==> src/rtl/aclink_pkg.sv <==
package aclink_pkg;

    typedef enum logic [1:0] {
        ST_HOLD = 2'd0,
        ST_LEAD = 2'd1,
        ST_TAG  = 2'd2,
        ST_SLOT = 2'd3
    } link_state_t;

endpackage

==> src/rtl/aclink_timer.sv <==
module aclink_timer
    import aclink_pkg::*;
#(
    parameter int TAG_W      = 16,
    parameter int SLOT_W     = 20,
    parameter int N_DATA     = 12,
    parameter int RST_CYCLES = 16,
    localparam int MAX_W      = (SLOT_W > TAG_W) ? SLOT_W : TAG_W,
    localparam int BIT_W      = $clog2(MAX_W),
    localparam int SLOT_IDX_W = $clog2(N_DATA + 1),
    localparam int HOLD_W     = $clog2(RST_CYCLES + 1)
) (
    input  logic                  clk,
    input  logic                  rst_n,
    output link_state_t           state_q,
    output logic [SLOT_IDX_W-1:0] slot_q,
    output logic [BIT_W-1:0]      bit_q,
    output link_state_t           state_n,
    output logic [SLOT_IDX_W-1:0] slot_n,
    output logic [BIT_W-1:0]      bit_n,
    output logic                  sync,
    output logic                  codec_rst_n
);

    logic [HOLD_W-1:0] hold_q;
    logic [HOLD_W-1:0] hold_n;

    // next-position decode
    always_comb begin
        state_n = state_q;
        slot_n  = slot_q;
        bit_n   = bit_q;
        hold_n  = hold_q;
        unique case (state_q)
            ST_HOLD: begin
                if (hold_q == HOLD_W'(RST_CYCLES - 1)) begin
                    state_n = ST_LEAD;
                    hold_n  = '0;
                end else begin
                    hold_n = hold_q + 1'b1;
                end
            end
            ST_LEAD: begin
                state_n = ST_TAG;
                slot_n  = '0;
                bit_n   = '0;
            end
            ST_TAG: begin
                if (bit_q == BIT_W'(TAG_W - 1)) begin
                    state_n = ST_SLOT;
                    slot_n  = SLOT_IDX_W'(1);
                    bit_n   = '0;
                end else begin
                    bit_n = bit_q + 1'b1;
                end
            end
            ST_SLOT: begin
                if (bit_q == BIT_W'(SLOT_W - 1)) begin
                    bit_n = '0;
                    if (slot_q == SLOT_IDX_W'(N_DATA)) begin
                        state_n = ST_TAG;
                        slot_n  = '0;
                    end else begin
                        slot_n = slot_q + 1'b1;
                    end
                end else begin
                    bit_n = bit_q + 1'b1;
                end
            end
            default: state_n = ST_HOLD;
        endcase
    end

    // state register
    always_ff @(posedge clk or negedge rst_n) begin
        if (!rst_n) begin
            state_q <= ST_HOLD;
            slot_q  <= '0;
            bit_q   <= '0;
            hold_q  <= '0;
        end else begin
            state_q <= state_n;
            slot_q  <= slot_n;
            bit_q   <= bit_n;
            hold_q  <= hold_n;
        end
    end

    // registered link outputs, decoded from the upcoming position
    always_ff @(posedge clk or negedge rst_n) begin
        if (!rst_n) begin
            sync        <= 1'b0;
            codec_rst_n <= 1'b0;
        end else begin
            codec_rst_n <= (state_n != ST_HOLD);
            unique case (state_n)
                ST_HOLD: sync <= 1'b0;
                ST_LEAD: sync <= 1'b1;
                ST_TAG:  sync <= (bit_n != BIT_W'(TAG_W - 1));
                ST_SLOT: sync <= (slot_n == SLOT_IDX_W'(N_DATA)) &&
                                 (bit_n == BIT_W'(SLOT_W - 1));
                default: sync <= 1'b0;
            endcase
        end
    end

endmodule

==> src/rtl/aclink_tx_ser.sv <==
module aclink_tx_ser
    import aclink_pkg::*;
#(
    parameter int TAG_W  = 16,
    parameter int SLOT_W = 20,
    parameter int N_DATA = 12,
    localparam int NSLOT      = N_DATA + 1,
    localparam int MAX_W      = (SLOT_W > TAG_W) ? SLOT_W : TAG_W,
    localparam int BIT_W      = $clog2(MAX_W),
    localparam int SLOT_IDX_W = $clog2(N_DATA + 1)
) (
    input  logic                    clk,
    input  logic                    rst_n,
    input  link_state_t             state_n,
    input  logic [SLOT_IDX_W-1:0]   slot_n,
    input  logic [BIT_W-1:0]        bit_n,
    input  logic [NSLOT*SLOT_W-1:0] tx_words,
    output logic                    sdout
);

    logic [SLOT_W-1:0] tag_word;
    logic [SLOT_W-1:0] load_word;
    logic [SLOT_W-1:0] shreg;
    logic              active;
    logic              load;

    // tag is left-aligned in the shifter so its MSB leaves first
    generate
        if (SLOT_W > TAG_W) begin : g_pad
            assign tag_word = {tx_words[TAG_W-1:0], {(SLOT_W - TAG_W){1'b0}}};
        end else begin : g_nopad
            assign tag_word = tx_words[SLOT_W-1:0];
        end
    endgenerate

    assign active = (state_n == ST_TAG) || (state_n == ST_SLOT);
    assign load   = active && (bit_n == '0);

    always_comb begin
        if (slot_n == '0) begin
            load_word = tag_word;
        end else begin
            load_word = tx_words[int'(slot_n)*SLOT_W +: SLOT_W];
        end
    end

    always_ff @(posedge clk or negedge rst_n) begin
        if (!rst_n) begin
            shreg <= '0;
            sdout <= 1'b0;
        end else if (!active) begin
            shreg <= '0;
            sdout <= 1'b0;
        end else if (load) begin
            sdout <= load_word[SLOT_W-1];
            shreg <= {load_word[SLOT_W-2:0], 1'b0};
        end else begin
            sdout <= shreg[SLOT_W-1];
            shreg <= {shreg[SLOT_W-2:0], 1'b0};
        end
    end

endmodule

==> src/rtl/aclink_rx_des.sv <==
module aclink_rx_des
    import aclink_pkg::*;
#(
    parameter int TAG_W  = 16,
    parameter int SLOT_W = 20,
    parameter int N_DATA = 12,
    localparam int NSLOT      = N_DATA + 1,
    localparam int MAX_W      = (SLOT_W > TAG_W) ? SLOT_W : TAG_W,
    localparam int BIT_W      = $clog2(MAX_W),
    localparam int SLOT_IDX_W = $clog2(N_DATA + 1)
) (
    input  logic                    clk,
    input  logic                    rst_n,
    input  link_state_t             state_q,
    input  logic [SLOT_IDX_W-1:0]   slot_q,
    input  logic [BIT_W-1:0]        bit_q,
    input  logic                    sdin,
    output logic [NSLOT*SLOT_W-1:0] rx_words,
    output logic                    frame_done
);

    localparam logic [SLOT_W-1:0] TAG_MASK = SLOT_W'((64'd1 << TAG_W) - 64'd1);

    logic [SLOT_W-1:0] shreg;
    logic [SLOT_W-1:0] full_word;
    logic [SLOT_W-1:0] mem [NSLOT];
    logic              in_tag;
    logic              slot_end;
    logic              frame_end;
    logic              cap_last;

    assign in_tag    = (state_q == ST_TAG);
    assign slot_end  = (in_tag && bit_q == BIT_W'(TAG_W - 1)) ||
                       (state_q == ST_SLOT && bit_q == BIT_W'(SLOT_W - 1));
    assign frame_end = (state_q == ST_SLOT) && (slot_q == SLOT_IDX_W'(N_DATA)) &&
                       (bit_q == BIT_W'(SLOT_W - 1));
    assign full_word = {shreg[SLOT_W-2:0], sdin};

    // capture on the falling edge, mid-bit
    always_ff @(negedge clk or negedge rst_n) begin
        if (!rst_n) begin
            shreg    <= '0;
            cap_last <= 1'b0;
            for (int i = 0; i < NSLOT; i++) begin
                mem[i] <= '0;
            end
        end else begin
            cap_last <= frame_end;
            if (in_tag || state_q == ST_SLOT) begin
                shreg <= full_word;
                if (slot_end) begin
                    mem[slot_q] <= in_tag ? (full_word & TAG_MASK) : full_word;
                end
            end
        end
    end

    always_ff @(posedge clk or negedge rst_n) begin
        if (!rst_n) begin
            frame_done <= 1'b0;
        end else begin
            frame_done <= cap_last;
        end
    end

    generate
        for (genvar g = 0; g < NSLOT; g++) begin : g_out
            assign rx_words[g*SLOT_W +: SLOT_W] = mem[g];
        end
    endgenerate

endmodule

==> src/rtl/aclink_seq.sv <==
module aclink_seq
    import aclink_pkg::*;
#(
    parameter int TAG_W      = 16,
    parameter int SLOT_W     = 20,
    parameter int N_DATA     = 12,
    parameter int RST_CYCLES = 16,
    localparam int NSLOT      = N_DATA + 1,
    localparam int MAX_W      = (SLOT_W > TAG_W) ? SLOT_W : TAG_W,
    localparam int BIT_W      = $clog2(MAX_W),
    localparam int SLOT_IDX_W = $clog2(N_DATA + 1)
) (
    input  logic                    bclk,
    input  logic                    rst_n,
    input  logic [NSLOT*SLOT_W-1:0] tx_words,
    input  logic                    sdin,
    output logic                    sdout,
    output logic                    sync,
    output logic                    codec_rst_n,
    output logic [NSLOT*SLOT_W-1:0] rx_words,
    output logic                    frame_done
);

    link_state_t           state_q;
    link_state_t           state_n;
    logic [SLOT_IDX_W-1:0] slot_q;
    logic [SLOT_IDX_W-1:0] slot_n;
    logic [BIT_W-1:0]      bit_q;
    logic [BIT_W-1:0]      bit_n;

    aclink_timer #(
        .TAG_W(TAG_W), .SLOT_W(SLOT_W), .N_DATA(N_DATA), .RST_CYCLES(RST_CYCLES)
    ) u_timer (
        .clk(bclk), .rst_n(rst_n),
        .state_q(state_q), .slot_q(slot_q), .bit_q(bit_q),
        .state_n(state_n), .slot_n(slot_n), .bit_n(bit_n),
        .sync(sync), .codec_rst_n(codec_rst_n)
    );

    aclink_tx_ser #(
        .TAG_W(TAG_W), .SLOT_W(SLOT_W), .N_DATA(N_DATA)
    ) u_tx (
        .clk(bclk), .rst_n(rst_n),
        .state_n(state_n), .slot_n(slot_n), .bit_n(bit_n),
        .tx_words(tx_words), .sdout(sdout)
    );

    aclink_rx_des #(
        .TAG_W(TAG_W), .SLOT_W(SLOT_W), .N_DATA(N_DATA)
    ) u_rx (
        .clk(bclk), .rst_n(rst_n),
        .state_q(state_q), .slot_q(slot_q), .bit_q(bit_q),
        .sdin(sdin), .rx_words(rx_words), .frame_done(frame_done)
    );

endmodule

==> config.mk <==
export PLATFORM = sky130hd
export DESIGN_NAME = aclink_seq
export DESIGN_NICKNAME = d
export VERILOG_FILES = /design/src/rtl/aclink_pkg.sv /design/src/rtl/aclink_timer.sv /design/src/rtl/aclink_tx_ser.sv /design/src/rtl/aclink_rx_des.sv /design/src/rtl/aclink_seq.sv
export SDC_FILE = /design/constraint.sdc
export NUM_CORES = 1
export LEC_CHECK = 0
export ABC_CLOCK_PERIOD_IN_PS = 2730
export CELL_PAD_IN_SITES_DETAIL_PLACEMENT = 0
export CELL_PAD_IN_SITES_GLOBAL_PLACEMENT = 2
export CORE_MARGIN = 2
export CORE_UTILIZATION = 25
export DETAILED_ROUTE_END_ITERATION = 8
export DONT_BUFFER_PORTS = 1
export HOLD_SLACK_MARGIN = 0.02
export PLACE_DENSITY = 0.6
export SLEW_MARGIN = 20
export SYNTH_ARGS = -nofsm -noshare
export SYNTH_HDL_FRONTEND = slang
export SYNTH_SLANG_ARGS = --single-unit
==> constraint.sdc <==
create_clock -name bclk -period 2.73 [get_ports bclk]
set_input_delay 0.4095 -clock bclk [delete_from_list [all_inputs] [get_ports bclk]]
set_output_delay 0.4095 -clock bclk [all_outputs]
set_load 0.01 [all_outputs]
==> results of run 1 <==
final cells by class:
cell class / instances / area (µm²) / share of cell area
Sequential cell: 319 / 7980 / 0.408
Multi-Input combinational cell: 820 / 6720 / 0.344
Timing Repair Buffer: 213 / 2650 / 0.136
Clock buffer: 54 / 1080 / 0.0554
Tap cell: 765 / 957 / 0.0490
Clock inverter: 9 / 83.8 / 0.00429
Inverter: 12 / 52.6 / 0.00269
Antenna cell: 8 / 20.0 / 0.00102
final timing paths:
path | end | depth (start not counted)
max reg2reg | u_rx.rx_words[181] | 11
min in group asynchronous | u_rx.frame_done | 2
min | u_tx.shreg[11] | 2
max in group asynchronous | u_rx.rx_words[243] | 0
max | u_rx.rx_words[181] | 11
min reg2reg | u_rx.shreg[18] | 1
flip-flops by register name, summed over array words and instances (netlist names):
register / count
u_rx.cap_last: 1
u_rx.frame_done: 1
u_rx.rx_words: 260
u_rx.shreg: 19
u_timer.bit_q: 5
u_timer.codec_rst_n: 1
u_timer.hold_q: 5
u_timer.slot_q: 4
u_timer.state_q: 2
u_timer.sync: 1
u_tx.sdout: 1
u_tx.shreg: 19
what timing repair did:
action                                  CTS  global route
pin swaps                                16            54
gates resized for setup                  41           164
endpoints found under the hold margin    54             0
gates cloned                              9            15
hold buffers                             17             0
setup buffers                            16            34
endpoints found under the setup margin  560           561
cell usage in the layout (no fill, tap or decap), types with 4 or more instances in the layout:
cell type      synthesis  layout
ha_1                   8       6
o21ai_0               72      21
o211ai_1              34      34
buf_12                 0      34
a21oi_1               28      20
a31oi_1               21      20
buf_16                 0       9
buf_8                  0      14
a22oi_1               18      16
mux2i_1               51      35
mux2_2               212     212
nand3_1               32      31
dlygate4sd3_1          0      16
buf_4                  8     106
dfrtp_1               39      39
and3_1                25      23
mux2i_2                0      13
dfrtn_1              280     280
a211oi_1              22       9
nor2_1                 6       4
o21ai_1               17      61
or2_4                  0       4
a211oi_2               0      10
inv_1                  9       9
nand2_1              195     156
o21ai_2                0       6
o221ai_1               4       4
buf_6                  2      20
nand2_2                0      23
clkbuf_16              0      53
clkbuf_1              73      11
a21oi_2                0       7
o2bb2ai_1             12       9
nand2_4                0      10
nand2_8                0       6
diode_2                0       8
Yosys cell counts, types with 17 or more instances:
| cell type | instances | area share |
|---|---|---|
| a22oi_1 | 18 | 0.0093 |
| mux2i_1 | 51 | 0.035 |
| and3_1 | 25 | 0.011 |
| a211oi_1 | 22 | 0.011 |
| a31oi_1 | 21 | 0.0091 |
| nand2_1 | 195 | 0.050 |
| buf_2 | 20 | 0.0069 |
| clkbuf_1 | 73 | 0.019 |
| a21oi_1 | 28 | 0.0097 |
| nand3_1 | 32 | 0.011 |
| dfrtp_1 | 39 | 0.067 |
| dfrtn_1 | 280 | 0.48 |
| o211ai_1 | 34 | 0.018 |
| o21ai_0 | 72 | 0.025 |
| mux2_2 | 212 | 0.16 |
| o21ai_1 | 17 | 0.0059 |
per-stage QoR:
step / TNS [ns] / setup slack (ns) / hold slack [ns]
2_1_floorplan: -203.19 / -0.903 / 0.114
6_report: -225.17 / -0.907 / 0.0752
3_5_place_dp: -210.67 / -0.864 / 0.131
4_1_cts: -238.37 / -0.873 / 0.0551
3_3_place_gp: -205.96 / -0.849 / 0.130
5_1_grt: -260.42 / -0.982 / 0.0664
worst register-to-register path: stages (launching register included):
cell and delay, ns:
dfrtp_1 0.40, ha_4 0.16, and3_4 0.20, ha_4 0.15, nand2b_4 0.06, o21ai_4 0.06
nand2_4 0.10, nor3b_4 0.26, buf_4 0.19, nand2_8 0.07, buf_12 0.18, mux2_2 0.29
report_power, final:
| part | internal, µW | leakage, µW | switching, µW |
|---|---|---|---|
| registers | 4790 | 0.00431 | 110 |
| clock network | 2780 | 0.000563 | 2080 |
| logic | 135 | 0.00396 | 116 |
kinds of logic after synthesis:
logic type	count (synthesis)	synth area share
fa+ha+maj	8	0.00691
mux	263	0.200
xor+xnor	3	0.00181
compound gates	260	0.118
flops	319	0.551
simple gates	283	0.0867
buf+inv	119	0.0358
routing by layer:
| layer | track usage | up-vias | routed length [µm] |
|---|---|---|---|
| met5 | 0 | - | 0 |
| met2 | 0.321 | 465 | 29800 |
| met3 | 0.0545 | 111 | 4850 |
| li1 | - | 4856 | - |
| met1 | 0.206 | 5520 | 21900 |
| met4 | 0.0897 | 0 | 2600 |
==> summary.txt, run 1 <==
Routing
  – Post-route ant nets: 0
  – Drt drc: 0
  – Drt pass-1 iters: 5
  – Vias/cell: 4.98
  – 1st-iter DRT viols: 475
  – Drt wl/cell: 26.9 µm
  – Routed wire length: 59.1 mm
  – Total number of vias: 11000

Power
  – Peak supply drop: 360 µV
  – Total power: 10000 µW
  – Lkg Pwr: 0.00884 µW
  – Power per Cell Area: 512 nW/µm²

Final layout
  – Cell area after layout: 19500 µm²
  – P&R area growth vs syn: 34.8%
  – Fill count: 5792
  – Final Util: 0.340
  – Share of cells above drive strength 1: 0.410
  – Nets: 1675
  – Non-Filler Instances: 2200

Yosys
  – Post-synthesis area per instance: 11.6 µm²
  – Yosys warns: 0
  – Mapped Nets: 1526
  – Fraction of registers with async set/reset: 1.00
  – Post-synthesis sequential element count: 319
  – Sequential area share after synthesis: 0.551
  – Mapped Cells: 1255
  – Post-Syn Area: 14500 µm²
  – Yosys cell types: 65
  – Main synth FF type: dfrtn_1
  – Post-synth EDFFs: 0

Critical path
  – CP Data Arrival Time: 2.67 ns
  – Crit. Startpoint: u_timer.bit_q[0]
  – Crit end category: register
  – Delay-heaviest family, CP: simple AND/OR/NAND/NOR gates
  – Crit-path cells: ha_4, and3_4, ha_4, nand2b_4, o21ai_4, nand2_4, nor3b_4, buf_4, nand2_8, buf_12, mux2_2
  – Max incr delay on CP: 0.40 ns
  – CP Launch Type: register
  – Crit Path Category: reg -> reg
  – Worst Path Required: 1.76 ns
  – Most frequent cell on the critical path: ha_4
  – Worst r2r src: u_timer.bit_q[0]
  – Critical path fanouts, max: 12
  – Buf/Inv on CP: 2
  – Crit-path slowest cell: dfrtp_1
  – Reg2reg setup slack: -0.91 ns

STA
  – Final worst setup slack: -0.907 ns
  – Max-slew violations: 0
  – Worst Skew: 0.0193 ns
  – Final setup vio count: 541
  – Final hold viol count: 0
  – RSZ-0062 raised after global routing: yes
  – Worst-Margin Slew: 0.875 ns
  – Max-slew headroom: 0.417

Place
  – Placed Area: 16400 µm²
  – Detailed-placement wirelength estimate: 40.5 mm
  – DP Cell Count: 2043
  – Final GP Congestion: 0.852
  – Port buffer count: 0

Status
  – Violated checks: setup timing
  – Outcome: finished, violations left

Run
  – MaxCap Viol Count: 0

Floorplan
  – Row Count: 88
  – Starting Density: 0.252
  – Ports: 527
  – Die Span X: 245 µm
  – Core Area: 57500 µm²
  – DIE HEIGHT: 245 µm
  – Die ar.: 59900 µm²

CTS
  – Clock Sinks: 319
  – Clk Latency, worst-skew pair: 0.55 ns
  – CTS H-tree depth: 2
  – Clock root cell: clkbuf_16
  – CTS tree: built
  – Num CTS Buffers: 38
  – Reg clk slew, reported paths: 0.06 ns
  – Clock buffer depth: 3

Worst hold path
  – HP Class: in -> reg
  – Min-Delay Startpoint: tx_words[250]

Global routing
  – First-pass GRT wire length: 80.5 mm
  – Total gr overflow: 0
  – Vias in the first global route: 11300
  – Pin count of the biggest net entering global routing: 282
  – GRT Overall Usage: 0.185
  – Initial antenna violation count: 10
No activity file was read; power rests on OpenSTA's default activity.
==> run 2, diff against run 1 <==
--- a/config.mk
+++ b/config.mk
@@ -14,7 +14,9 @@
 export DONT_BUFFER_PORTS = 1
 export HOLD_SLACK_MARGIN = 0.02
 export PLACE_DENSITY = 0.6
+export RECOVER_POWER = 100
 export SLEW_MARGIN = 20
 export SYNTH_ARGS = -nofsm -noshare
 export SYNTH_HDL_FRONTEND = slang
 export SYNTH_SLANG_ARGS = --single-unit
+export TNS_END_PERCENT = 50
==> run 2 against run 1 <==
Net effect: register-to-register slack improved by 0.04 ns; the flow still finishes with violations (setup timing); critical endpoint is now u_rx.rx_words[35]; hold slack got worse by 0.025 ns; sequential share of layout area increased by 1.9 points.
==> summary.txt, run 2 (synthesized netlist as in run 1, its figures left out) <==
Status
  – Outcome: finished, violations left (unchanged)
  – Violated checks: setup timing (unchanged)

Critical path
  – Worst Path Required: 1.75 ns (was 1.76 ns)
  – Crit-path slowest cell: dfrtp_1 (unchanged)
  – Max incr delay on CP: 0.39 ns (was 0.40 ns)
  – Reg2reg setup slack: -0.87 ns (was -0.91 ns)
  – CP Launch Type: register (unchanged)
  – Worst r2r src: u_timer.bit_q[0] (unchanged)
  – Crit-path cells: ha_4, and3_4, ha_4, nand2b_4, o21ai_4, nand2_4, nor3_4, buf_6, nand2_8, clkbuf_16, mux2_2 (was ha_4, and3_4, ha_4, nand2b_4, o21ai_4, nand2_4, nor3b_4, buf_4, nand2_8, buf_12, mux2_2)
  – Crit. Startpoint: u_timer.bit_q[0] (unchanged)
  – Critical path fanouts, max: 6 (was 12)
  – Most frequent cell on the critical path: ha_4 (unchanged)
  – CP Data Arrival Time: 2.61 ns (was 2.67 ns)
  – Buf/Inv on CP: 2 (unchanged)
  – Delay-heaviest family, CP: simple AND/OR/NAND/NOR gates (unchanged)
  – Crit end category: register (unchanged)
  – Crit Path Category: reg -> reg (unchanged)

Final layout
  – Max reg flops: 260 (unchanged)
  – Share of cells above drive strength 1: 0.355 (was 0.410)
  – Commonest non-fill, non-tap cells in the layout: 280 x dfrtn_1, 211 x mux2_2, 165 x nand2_1 (was 280 x dfrtn_1, 212 x mux2_2, 156 x nand2_1)
  – Nets: 1639 (was 1675)
  – Non-Filler Instances: 2177 (was 2200)
  – P&R area growth vs syn: 28.7% (was 34.8%)
  – Leading cell type in the layout, fill and taps excluded: dfrtn_1 (unchanged)

Routing
  – Drt wl/cell: 26.2 µm (was 26.9 µm)
  – Total number of vias: 10700 (was 11000)
  – Post-route ant nets: 0 (unchanged)
  – Routed wire length: 57.0 mm (was 59.1 mm)
  – 1st-iter DRT viols: 550 (was 475)
  – Vias/cell: 4.90 (was 4.98)
  – Drt pass-1 iters: 5 (unchanged)
  – Drt drc: 0 (unchanged)

Place
  – DP Cell Count: 2037 (was 2043)
  – Detailed-placement wirelength estimate: 40.1 mm (was 40.5 mm)
  – Port buffer count: 0 (unchanged)
  – Final GP Congestion: 0.880 (was 0.852)
  – Placement Setup Slack: -0.887 ns (was -0.864 ns)

Power
  – Lkg Pwr: 0.00853 µW (was 0.00884 µW)
  – Sequential group share of total power: 0.473 (was 0.490)
  – Power per Cell Area: 555 nW/µm² (was 512 nW/µm²)
  – Clk pwr share: 0.506 (was 0.485)
  – Peak supply drop: 482 µV (was 360 µV)
  – Combinational Power Share: 0.021 (was 0.025)
  – Int Pwr: 8070 µW (was 7700 µW)
  – Sw power: 2280 µW (was 2310 µW)
  – Switching share of power: 0.220 (was 0.231)
  – Total power: 10400 µW (was 10000 µW)

CTS
  – Clk Latency, worst-skew pair: 0.54 ns (was 0.55 ns)
  – CTS tree: built (unchanged)
  – Reg clk slew, reported paths: 0.05 ns (was 0.06 ns)
  – Num CTS Buffers: 38 (unchanged)
  – Clock buffer depth: 3 (unchanged)
  – Clock Sinks: 319 (unchanged)
  – CTS H-tree depth: 2 (unchanged)
  – Clock root cell: clkbuf_16 (unchanged)

Global routing
  – Met2 global-route usage: 0.310 (was 0.321)
  – Pin count of the biggest net entering global routing: 282 (unchanged)
  – First-pass GRT wire length: 78.4 mm (was 80.5 mm)
  – Total gr overflow: 0 (unchanged)
  – Vias in the first global route: 11000 (was 11300)
  – Met3 Use GR: 0.0663 (was 0.0545)
  – M1 GR Usage: 0.194 (was 0.206)
  – GRT Overall Usage: 0.178 (was 0.185)
  – Initial antenna violation count: 15 (was 10)
  – Gr busiest metal: met2 (unchanged)

STA
  – Final setup vio count: 541 (unchanged)
  – Max-slew headroom: 0.210 (was 0.417)
  – Final hold viol count: 0 (unchanged)
  – Worst-Margin Slew: 1.19 ns (was 0.875 ns)
  – Max-slew violations: 0 (unchanged)
  – Worst Skew: 0.00941 ns (was 0.0193 ns)
  – Fin Setup TNS: -221.37 ns (was -225.17 ns)
  – RSZ-0062 raised after global routing: yes (unchanged)
  – Final worst setup slack: -0.868 ns (was -0.907 ns)

Worst hold path
  – Min-Delay Startpoint: tx_words[13] (was tx_words[250])
  – HP Class: in -> reg (unchanged)

Floorplan
  – Ports: 527 (unchanged)
  – Die Span X: 245 µm (unchanged)
  – Row Count: 88 (unchanged)
  – Starting Density: 0.252 (unchanged)
  – DIE HEIGHT: 245 µm (unchanged)
  – Die ar.: 59900 µm² (unchanged)
  – Core Area: 57500 µm² (unchanged)

Run
  – MaxCap Viol Count: 0 (unchanged)
[run 2: final timing paths]
path | end | depth (start not counted)
setup / recovery | u_rx.rx_words[35] | 11
hold / removal | u_tx.shreg[18] | 2
setup reg to reg | u_rx.rx_words[35] | 11
hold reg to reg | u_rx.shreg[18] | 1
max in group asynchronous | u_tx.shreg[12] | 2
min in group asynchronous | u_rx.frame_done | 2
[run 2: per-layer routing]
metal	vias up	share of wire
met5	-	0
met4	0	0.040
met3	78	0.091
met2	436	0.50
met1	5389	0.37
li1	4774	-
[run 2: repair_timing]
item | in CTS | in global routing
hold buffers | 15 | 0
resized for setup | 15 | 73
setup endpoints to repair | 542 | 561
hold endpoints to repair | 52 | 0
cloned | 2 | 12
pin swaps | 4 | 4
buffers inserted | 4 | 23
[run 2: final cells by class]
class | instances | area, µm²
fill | 5892 | 38800
sequential | 319 | 7980
multi-input combinational | 817 | 6290
timing repair buffer | 180 | 2030
clock buffer | 48 | 1070
tap | 765 | 957
clock inverter | 21 | 234
inverter | 12 | 47.5
antenna | 15 | 37.5
[run 2: power by group through the flow]
| stage | sequential, µW | clock, µW | combinational (µW) |
|---|---|---|---|
| final | 4900 | 5240 | 218 |
| after global routing | 4910 | 5630 | 238 |
| after CTS | 4900 | 5430 | 226 |
| after detailed placement | 4980 | 0 | 186 |
| after global placement | 4980 | 0 | 185 |
| after floorplan | 4910 | 0 | 146 |
[run 2: metrics by stage]
| step | hold slack (ns) | util | cell area, µm² |
|---|---|---|---|
| 2_1_floorplan | 0.114 | - | 14800 |
| 3_3_place_gp | 0.126 | 0.285 | 16400 |
| 3_5_place_dp | 0.130 | 0.285 | 16400 |
| 4_1_cts | 0.0250 | 0.314 | 18000 |
| 5_1_grt | 0.0304 | 0.325 | 18700 |
| 6_report | 0.0500 | 0.325 | 18700 |
[run 2: worst reg2reg max path, stage by stage, from the launching register on]
cell and delay (ns):
dfrtp_1 0.39, ha_4 0.16, and3_4 0.20, ha_4 0.15, nand2b_4 0.06, o21ai_4 0.07, nand2_4 0.11, nor3_4 0.20
buf_6 0.17, nand2_8 0.09, clkbuf_16 0.21, mux2_2 0.27
